[src/rtl/rom_mux_pkg.sv]
package rom_mux_pkg;
  localparam int SEL_W = 4;
  typedef logic [SEL_W-1:0] sel_t;
  // Legal codes, Hamming distance 4 from each other.
  localparam sel_t SEL_CHK = 4'b0101;
  localparam sel_t SEL_BUS = 4'b1010;

  typedef enum logic [1:0] {
    OWN_NONE = 2'b00,
    OWN_CHK  = 2'b01,
    OWN_BUS  = 2'b10
  } owner_e;
endpackage

[src/rtl/rom_mux_sel_decode.sv]
module rom_mux_sel_decode
  import rom_mux_pkg::*;
(
  input  logic clk_i,
  input  logic rst_ni,
  input  sel_t sel_i,
  output logic grant_chk_o,
  output logic grant_bus_o,
  output logic alert_invalid_o,
  output logic alert_revert_o
);
  sel_t sel_q;
  logic bus_seen_q;     // bus code seen on live select
  logic bus_seen_qq;    // bus code seen on registered select
  logic live_is_bus, live_is_chk, reg_is_bus, reg_is_chk;
  logic bad_code, revert_live, revert_reg;
  logic inv_q, rev_q;

  always_comb begin
    live_is_bus = (sel_i == SEL_BUS);
    live_is_chk = (sel_i == SEL_CHK);
    reg_is_bus  = (sel_q == SEL_BUS);
    reg_is_chk  = (sel_q == SEL_CHK);
    bad_code    = (!live_is_bus && !live_is_chk) || (!reg_is_bus && !reg_is_chk);
    revert_live = live_is_chk && bus_seen_q;
    revert_reg  = reg_is_chk && bus_seen_qq;
  end

  always_ff @(posedge clk_i or negedge rst_ni) begin
    if (!rst_ni) begin
      sel_q       <= SEL_CHK;
      bus_seen_q  <= 1'b0;
      bus_seen_qq <= 1'b0;
      inv_q       <= 1'b0;
      rev_q       <= 1'b0;
    end else begin
      sel_q       <= sel_i;
      bus_seen_q  <= bus_seen_q | live_is_bus;
      bus_seen_qq <= bus_seen_qq | reg_is_bus;
      inv_q       <= inv_q | bad_code;
      rev_q       <= rev_q | revert_live | revert_reg;
    end
  end

  assign grant_chk_o     = live_is_chk && !bus_seen_q;
  assign grant_bus_o     = live_is_bus;
  assign alert_invalid_o = inv_q;
  assign alert_revert_o  = rev_q;
endmodule

[src/rtl/rom_mux_addr_path.sv]
module rom_mux_addr_path #(
  parameter int ADDR_W = 13
) (
  input  logic              use_bus_i,
  input  logic [ADDR_W-1:0] chk_addr_i,
  input  logic [ADDR_W-1:0] bus_addr_i,
  output logic [ADDR_W-1:0] addr_o
);
  always_comb begin
    if (use_bus_i) addr_o = bus_addr_i;
    else           addr_o = chk_addr_i;
  end
endmodule

[src/rtl/rom_mux_rsp_route.sv]
module rom_mux_rsp_route
  import rom_mux_pkg::*;
#(
  parameter int DATA_W = 32
) (
  input  logic              clk_i,
  input  logic              rst_ni,
  input  logic              issue_chk_i,
  input  logic              issue_bus_i,
  input  logic              err_i,
  input  logic [DATA_W-1:0] rdata_i,
  output logic              chk_valid_o,
  output logic [DATA_W-1:0] chk_data_o,
  output logic              bus_valid_o,
  output logic [DATA_W-1:0] bus_data_o
);
  owner_e own_q;

  always_ff @(posedge clk_i or negedge rst_ni) begin
    if (!rst_ni)          own_q <= OWN_NONE;
    else if (issue_bus_i) own_q <= OWN_BUS;
    else if (issue_chk_i) own_q <= OWN_CHK;
    else                  own_q <= OWN_NONE;
  end

  always_comb begin
    chk_valid_o = (own_q == OWN_CHK);
    bus_valid_o = (own_q == OWN_BUS) && !err_i;
    chk_data_o  = (own_q == OWN_CHK) ? rdata_i : '0;
    bus_data_o  = (own_q == OWN_BUS) ? rdata_i : '0;
  end
endmodule

[src/rtl/rom_access_mux.sv]
module rom_access_mux
  import rom_mux_pkg::*;
#(
  parameter int ADDR_W = 13,
  parameter int DATA_W = 32
) (
  input  logic              clk_i,
  input  logic              rst_ni,
  input  logic [3:0]        sel_i,
  input  logic              int_err_i,
  input  logic              chk_req_valid_i,
  output logic              chk_req_ready_o,
  input  logic [ADDR_W-1:0] chk_addr_i,
  output logic              chk_rsp_valid_o,
  output logic [DATA_W-1:0] chk_rsp_data_o,
  input  logic              bus_req_valid_i,
  output logic              bus_req_ready_o,
  input  logic [ADDR_W-1:0] bus_addr_i,
  output logic              bus_rsp_valid_o,
  output logic [DATA_W-1:0] bus_rsp_data_o,
  output logic              rom_req_o,
  output logic [ADDR_W-1:0] rom_scr_addr_o,
  output logic [ADDR_W-1:0] rom_mem_addr_o,
  input  logic [DATA_W-1:0] rom_rdata_i,
  output logic              alert_invalid_o,
  output logic              alert_revert_o
);
  localparam int N_PATHS = 2;

  logic grant_chk, grant_bus, issue_chk, issue_bus, err_any;
  logic [N_PATHS-1:0][ADDR_W-1:0] path_addr;

  rom_mux_sel_decode u_dec (
    .clk_i           (clk_i),
    .rst_ni          (rst_ni),
    .sel_i           (sel_i),
    .grant_chk_o     (grant_chk),
    .grant_bus_o     (grant_bus),
    .alert_invalid_o (alert_invalid_o),
    .alert_revert_o  (alert_revert_o)
  );

  assign issue_chk = grant_chk && chk_req_valid_i;
  assign issue_bus = grant_bus && bus_req_valid_i;

  // Two independent address copies toward the ROM.
  for (genvar p = 0; p < N_PATHS; p++) begin : g_path
    rom_mux_addr_path #(.ADDR_W(ADDR_W)) u_path (
      .use_bus_i  (grant_bus),
      .chk_addr_i (chk_addr_i),
      .bus_addr_i (bus_addr_i),
      .addr_o     (path_addr[p])
    );
  end

  assign err_any = alert_invalid_o | alert_revert_o | int_err_i;

  rom_mux_rsp_route #(.DATA_W(DATA_W)) u_rsp (
    .clk_i       (clk_i),
    .rst_ni      (rst_ni),
    .issue_chk_i (issue_chk),
    .issue_bus_i (issue_bus),
    .err_i       (err_any),
    .rdata_i     (rom_rdata_i),
    .chk_valid_o (chk_rsp_valid_o),
    .chk_data_o  (chk_rsp_data_o),
    .bus_valid_o (bus_rsp_valid_o),
    .bus_data_o  (bus_rsp_data_o)
  );

  assign chk_req_ready_o = grant_chk;
  assign bus_req_ready_o = grant_bus;
  assign rom_req_o       = issue_chk | issue_bus;
  assign rom_scr_addr_o  = path_addr[0];
  assign rom_mem_addr_o  = path_addr[1];
endmodule

[config.mk]
export PLATFORM = sky130hd
export DESIGN_NAME = rom_access_mux
export DESIGN_NICKNAME = d
export VERILOG_FILES = /design/src/rtl/rom_mux_pkg.sv /design/src/rtl/rom_mux_sel_decode.sv /design/src/rtl/rom_mux_addr_path.sv /design/src/rtl/rom_mux_rsp_route.sv /design/src/rtl/rom_access_mux.sv
export SDC_FILE = /design/constraint.sdc
export NUM_CORES = 1
export LEC_CHECK = 0
export ABC_AREA = 1
export CORE_MARGIN = 2
export CORE_UTILIZATION = 25
export DETAILED_ROUTE_END_ITERATION = 6
export PLACE_DENSITY = 0.9
export SYNTH_ARGS = -nofsm -noshare
export SYNTH_HDL_FRONTEND = slang
export SYNTH_SLANG_ARGS = --single-unit
[constraint.sdc]
create_clock -name clk_i -period 1.45 [get_ports clk_i]
set_input_delay 0.29 -clock clk_i [delete_from_list [all_inputs] [get_ports clk_i]]
set_output_delay 0.29 -clock clk_i [all_outputs]
set_load 0.02 [all_outputs]
Yosys cells after proc, flatten, opt, wreduce, memory -nomap -nowiden
Cells that the tools add are included.

cells by class
  bitwise logic cells = 8
  reduce and logical (&&, ||, !) cells = 15
  equality and inequality tests = 6
  mux-type cells = 5

operators by type and width
  kind                                                              count
  32-bit 2-to-1 mux                                                 2
  13-bit 2-to-1 mux                                                 1
  4-bit by 3-bit == test with 1-bit output (second input constant)  2
  4-bit == test (second input constant)                             2
  1-bit logical AND                                                 8
  1-bit OR                                                          8
  1-bit logical NOT                                                 6
  2-bit by 1-bit == test with 1-bit output (second input constant)  1
  2-bit == test (second input constant)                             1
  2-bit 2-to-1 mux                                                  1
  1-bit logical OR                                                  1
  1-bit 2-to-1 mux                                                  1

storage, ports and cells
  logic and storage cells = 40
  output and inout port bits = 97
  register bits = 10
  input port bits = 67

Logic depth before layout (Yosys ltp)
  word-level depth = 5
  depth in mapped cells = 8
  mapped depth without buffers = 6

By module
Synthesis repeated with hierarchy kept, for this count alone.

second synthesis, totals
  cells, all modules = 242
  area, all modules = 1221.2 um^2

by module, submodules not included
  module              sequential area each (um^2)  area each (um^2)  times used  cells an instance
  rom_mux_rsp_route   50.0                         530.5             1           112
  rom_mux_addr_path   0.0                          168.9             2           42
  rom_mux_sel_decode  202.7                        322.8             1           38
  rom_access_mux      0.0                          30.0              1           8

Worst setup path before layout
OpenSTA, ideal clock, no wires.

  path kind = flip-flop to output port
  start = reg u_dec.inv_q, in the netlist u_dec.alert_invalid_o
  end = out bus_rsp_valid_o
  cell stages (with the launch flop) = 2
  path buffers = 0
  arrival = 1199 ps
  data required time = 1160 ps
  path slack = -39 ps
  cell sequence = dfrtp_1 -> nor4_1

on the way
  longest elaborated chain between the ends = 4

RTL lines
  item                      RTL line                  source
  start: declaration        rom_mux_sel_decode.sv:17  logic inv_q, rev_q;
  start signal: assignment  rom_mux_sel_decode.sv:40  inv_q <= inv_q | bad_code;
  1-bit OR (2 in a row)     rom_access_mux.sv:56      assign err_any = alert_invalid_o | alert_revert_o | int_err_i;
  1-bit logical NOT         rom_mux_rsp_route.sv:28   bus_valid_o = (own_q == OWN_BUS) && !err_i;
  1-bit logical AND         rom_mux_rsp_route.sv:28
  end: declaration          rom_access_mux.sv:19      output logic bus_rsp_valid_o,

Every way passes these cells.

Worst setup path in the final report
  start = reg u_rsp.own_q[0]
  end = out bus_rsp_data_o[0]

on the way
  longest elaborated chain between the ends = 2

RTL lines
  item                      RTL line                 source
  start: declaration        rom_mux_rsp_route.sv:17  owner_e own_q;
  start signal: assignment  rom_mux_rsp_route.sv:20  if (!rst_ni) own_q <= OWN_NONE;
  start signal: assignment  rom_mux_rsp_route.sv:21  else if (issue_bus_i) own_q <= OWN_BUS;
  start signal: assignment  rom_mux_rsp_route.sv:22  else if (issue_chk_i) own_q <= OWN_CHK;
  2-bit == test             rom_mux_rsp_route.sv:30  bus_data_o = (own_q == OWN_BUS) ? rdata_i : '0;
  32-bit 2-to-1 mux         rom_mux_rsp_route.sv:30
  end: declaration          rom_access_mux.sv:20     output logic [DATA_W-1:0] bus_rsp_data_o,

Every way passes these cells.

==> flow_summary_export.csv <==
group,metric,value,unit
outcome,status,"complete, but fails checks",
outcome,violations,"negative setup slack",
global_route,grt_pass1_vias,1902,
logic_synthesis,syn_area,1080,um^2
die,dieArea,4850,um^2
final_layout,area.growth.synth_to_final,189,%
critical_path,crit_fanout,29,
power,powerDensity,376,nW/um^2
logic_synthesis,syn_nets,272,
critical_path,timing.rr.end,"u_dec.alert_invalid_o$_DFF_PN0_",
clocking,clk_pin_slew_worst_paths,50,ps
critical_path,end_kind,"primary output",
clocking,cts-buffers-inserted,3,
critical_path,r2r-start,"u_dec.sel_q[2]$_DFF_PN1_",
critical_path,start_kind,"flip-flop",
timing,slew_headroom,71.7,%
timing,hold_viol,0,
timing,rsz0062_at_grt,"yes",
logic_synthesis,yosysWarnings,0,
timing,tightest_slew,424,ps
power,vdd_drop_max,0.395,mV
detailed_routing,drcViolationCount,0,
logic_synthesis,syn_area_per_cell,5.26,um^2
placed_design,placed_area,2800,um^2
detailed_routing,first_iter_violations,40,
min_path,hold_start,"sel_i[3]",
detailed_routing,via_per_inst,4.37,
clocking,root_buffer,"clkbuf_8",
global_route,grt_max_degree,30,
critical_path,critical_path_arrival,1270,ps
critical_path,cpPeakStageDelay,360,ps
min_path,min_path_cells,1,
min_path,hold_class,"input port to flip-flop",
clocking,ctsHtreeMaxLevel,1,
timing,fin_crit,1560,ps
die,die_w,69.6,um
global_route,grt_first_pass_wirelength,8150,um
placed_design,dp_hpwl,3890,um
die,initial_core_util,26.4,%
final_layout,layout-drive-gt1-share,52.4,%
detailed_routing,routed_wl,5480,um
detailed_routing,dr.pass1.iters,4,
logic_synthesis,synth.distinct_cells,16,
min_path,holdPathEnd,"u_dec.sel_q[3]$_DFF_PN0_",
critical_path,ff2ff_setup_slack,480,ps
critical_path,cpMaxStageDelayCell,"dfrtp_1",
critical_path,cpLargestDelayFamily,"buffers and inverters",
logic_synthesis,synth.area.top_cells,"nor2_1 (24%), dfrtp_1 (19%), nand2_1 (18%), inv_1 (15%), buf_4 (9.1%)",
run,maxCapViolCount,0,
logic_synthesis,syn_inst,205,
final_layout,stdcell_area,3110,um^2
logic_synthesis,ys_seq_area_share,23.5,%
clocking,cts_tree,"yes",
placed_design,place.gp.congestion,0.768,
logic_synthesis,synth_area_leader_cell,"nor2_1",
die,core_area,4090,um^2
timing,setup_slack,-112,ps
clocking,clock_latency,240,ps
global_route,grt_overflow_total,0,
die,io_pins,164,
global_route,antenna_found_initial,0,
final_layout,fin_nets,442,
timing,fmax,640,MHz
critical_path,crit_required,1160,ps
clocking,clockBufferDepth,2,
logic_synthesis,synth-seq-cells,10,
timing,setup_viol,61,
critical_path,reg2reg_depth,5,
timing,fin_crit_sh,108,%
timing,slew_violations,0,
die,die_h,69.6,um
final_layout,final_common_cell,"clkdlybuf4s50_1",
global_route,grt_usage,20.2,%
detailed_routing,ant_nets,0,
critical_path,path_cells,"inv_2 -> nand2_2 -> buf_12 -> nor2_1 -> buf_4",
timing,finClkSkew,1.99,ps
placed_design,port_buffers,163,
die,rows,23,
final_layout,final_cell_mix,"clkdlybuf4s50_1 (62), buf_4 (52), buf_6 (51), inv_1 (39), nand2_1 (36)",
critical_path,crit_type,"flip-flop to primary output",
final_layout,antennaDiodeCount,0,
detailed_routing,wl_per_cell,12.9,um
logic_synthesis,synth.top_cell.area_share,23.7,%
critical_path,critPathBufInv,3,
detailed_routing,vias,1851,
placed_design,dp_slack,-777,ps
power,leakagePower,1.65,nW
clocking,clock_sinks,10,
## cells by family after synthesis
group                  Yosys count  synth area share [%]
and+or+nand+nor                130                  47.6
buffers and inverters           65                  28.9
DFF                             10                  23.5
## sequential cells by signal, summed over array words and instances, names as in the netlist
name and count:
u_dec.bus_seen_q 1, u_dec.alert_revert_o 1, u_dec.sel_q 4, u_dec.bus_seen_qq 1, u_rsp.own_q 2, u_dec.alert_invalid_o 1
## per-layer routing
layer | global-route usage (%) | routed length [um]
met5 | 0 | 0
met3 | 4.51 | 494
met4 | 9.40 | 161
met1 | 19.1 | 1830
met2 | 40.4 | 3000
## report_power, final
group          leakage (nW)  switching, mW  internal (mW)
Combinational          1.52          0.245          0.288
Sequential            0.107        0.00487          0.290
Clock                0.0288          0.103          0.238
## Yosys cell counts
master	number
nor2_1	68
nand2_1	53
inv_1	42
buf_4	13
dfrtp_1	8
buf_2	7
nand3_1	3
dfstp_2	2
nor2_2	2
buf_6	1
inv_2	1
inv_4	1
nand2_4	1
nand3b_1	1
nand4_1	1
nor4_1	1
## worst max path at each step
stage	startpoint	endpoint	slack, ps	cells past startpoint
after floorplan	u_rsp.own_q[1]$_DFF_PN0_	chk_rsp_data_o[0]	-6	4
after CTS	u_rsp.own_q[1]$_DFF_PN0_	chk_rsp_data_o[20]	-100	5
after detailed placement	sel_i[3]	rom_req_o	-780	8
final	u_rsp.own_q[0]$_DFF_PN0_	bus_rsp_data_o[0]	-110	5
after global placement	sel_i[3]	rom_req_o	-770	8
after global routing	u_rsp.own_q[1]$_DFF_PN0_	chk_rsp_data_o[14]	-180	5
## layout make-up
type / instances / area [um^2]
well taps: 50 / 62.6
clock buffers: 4 / 55.1
inverters: 44 / 175
multi-input cells: 130 / 762
fillers: 282 / 973
repair inverters: 1 / 6.26
repair buffers: 185 / 1800
flip-flops and latches: 10 / 253
## what timing repair did
action	in CTS	in global routing
endpoints found under the setup margin	97	94
buffers inserted	2	0
gates cloned	2	1
pin swaps	6	6
gates resized for setup	568	49
hold buffers	0	0
## metrics by stage
step | instances | utilization (%) | TNS, ps | total power, mW | hold slack, ps
6_report | 424 | 76.2 | -3270 | 1.17 | 207
3_3_place_gp | 415 | 68.6 | -42270 | 0.783 | 448
4_1_cts | 423 | 73.3 | -3330 | 1.15 | 302
3_5_place_dp | 415 | 68.6 | -43660 | 0.788 | 464
2_1_floorplan | 205 | - | -182 | 0.493 | -5.59
5_1_grt | 424 | 76.2 | -7400 | 1.23 | 201
Power figures use the tool's default switching activity.
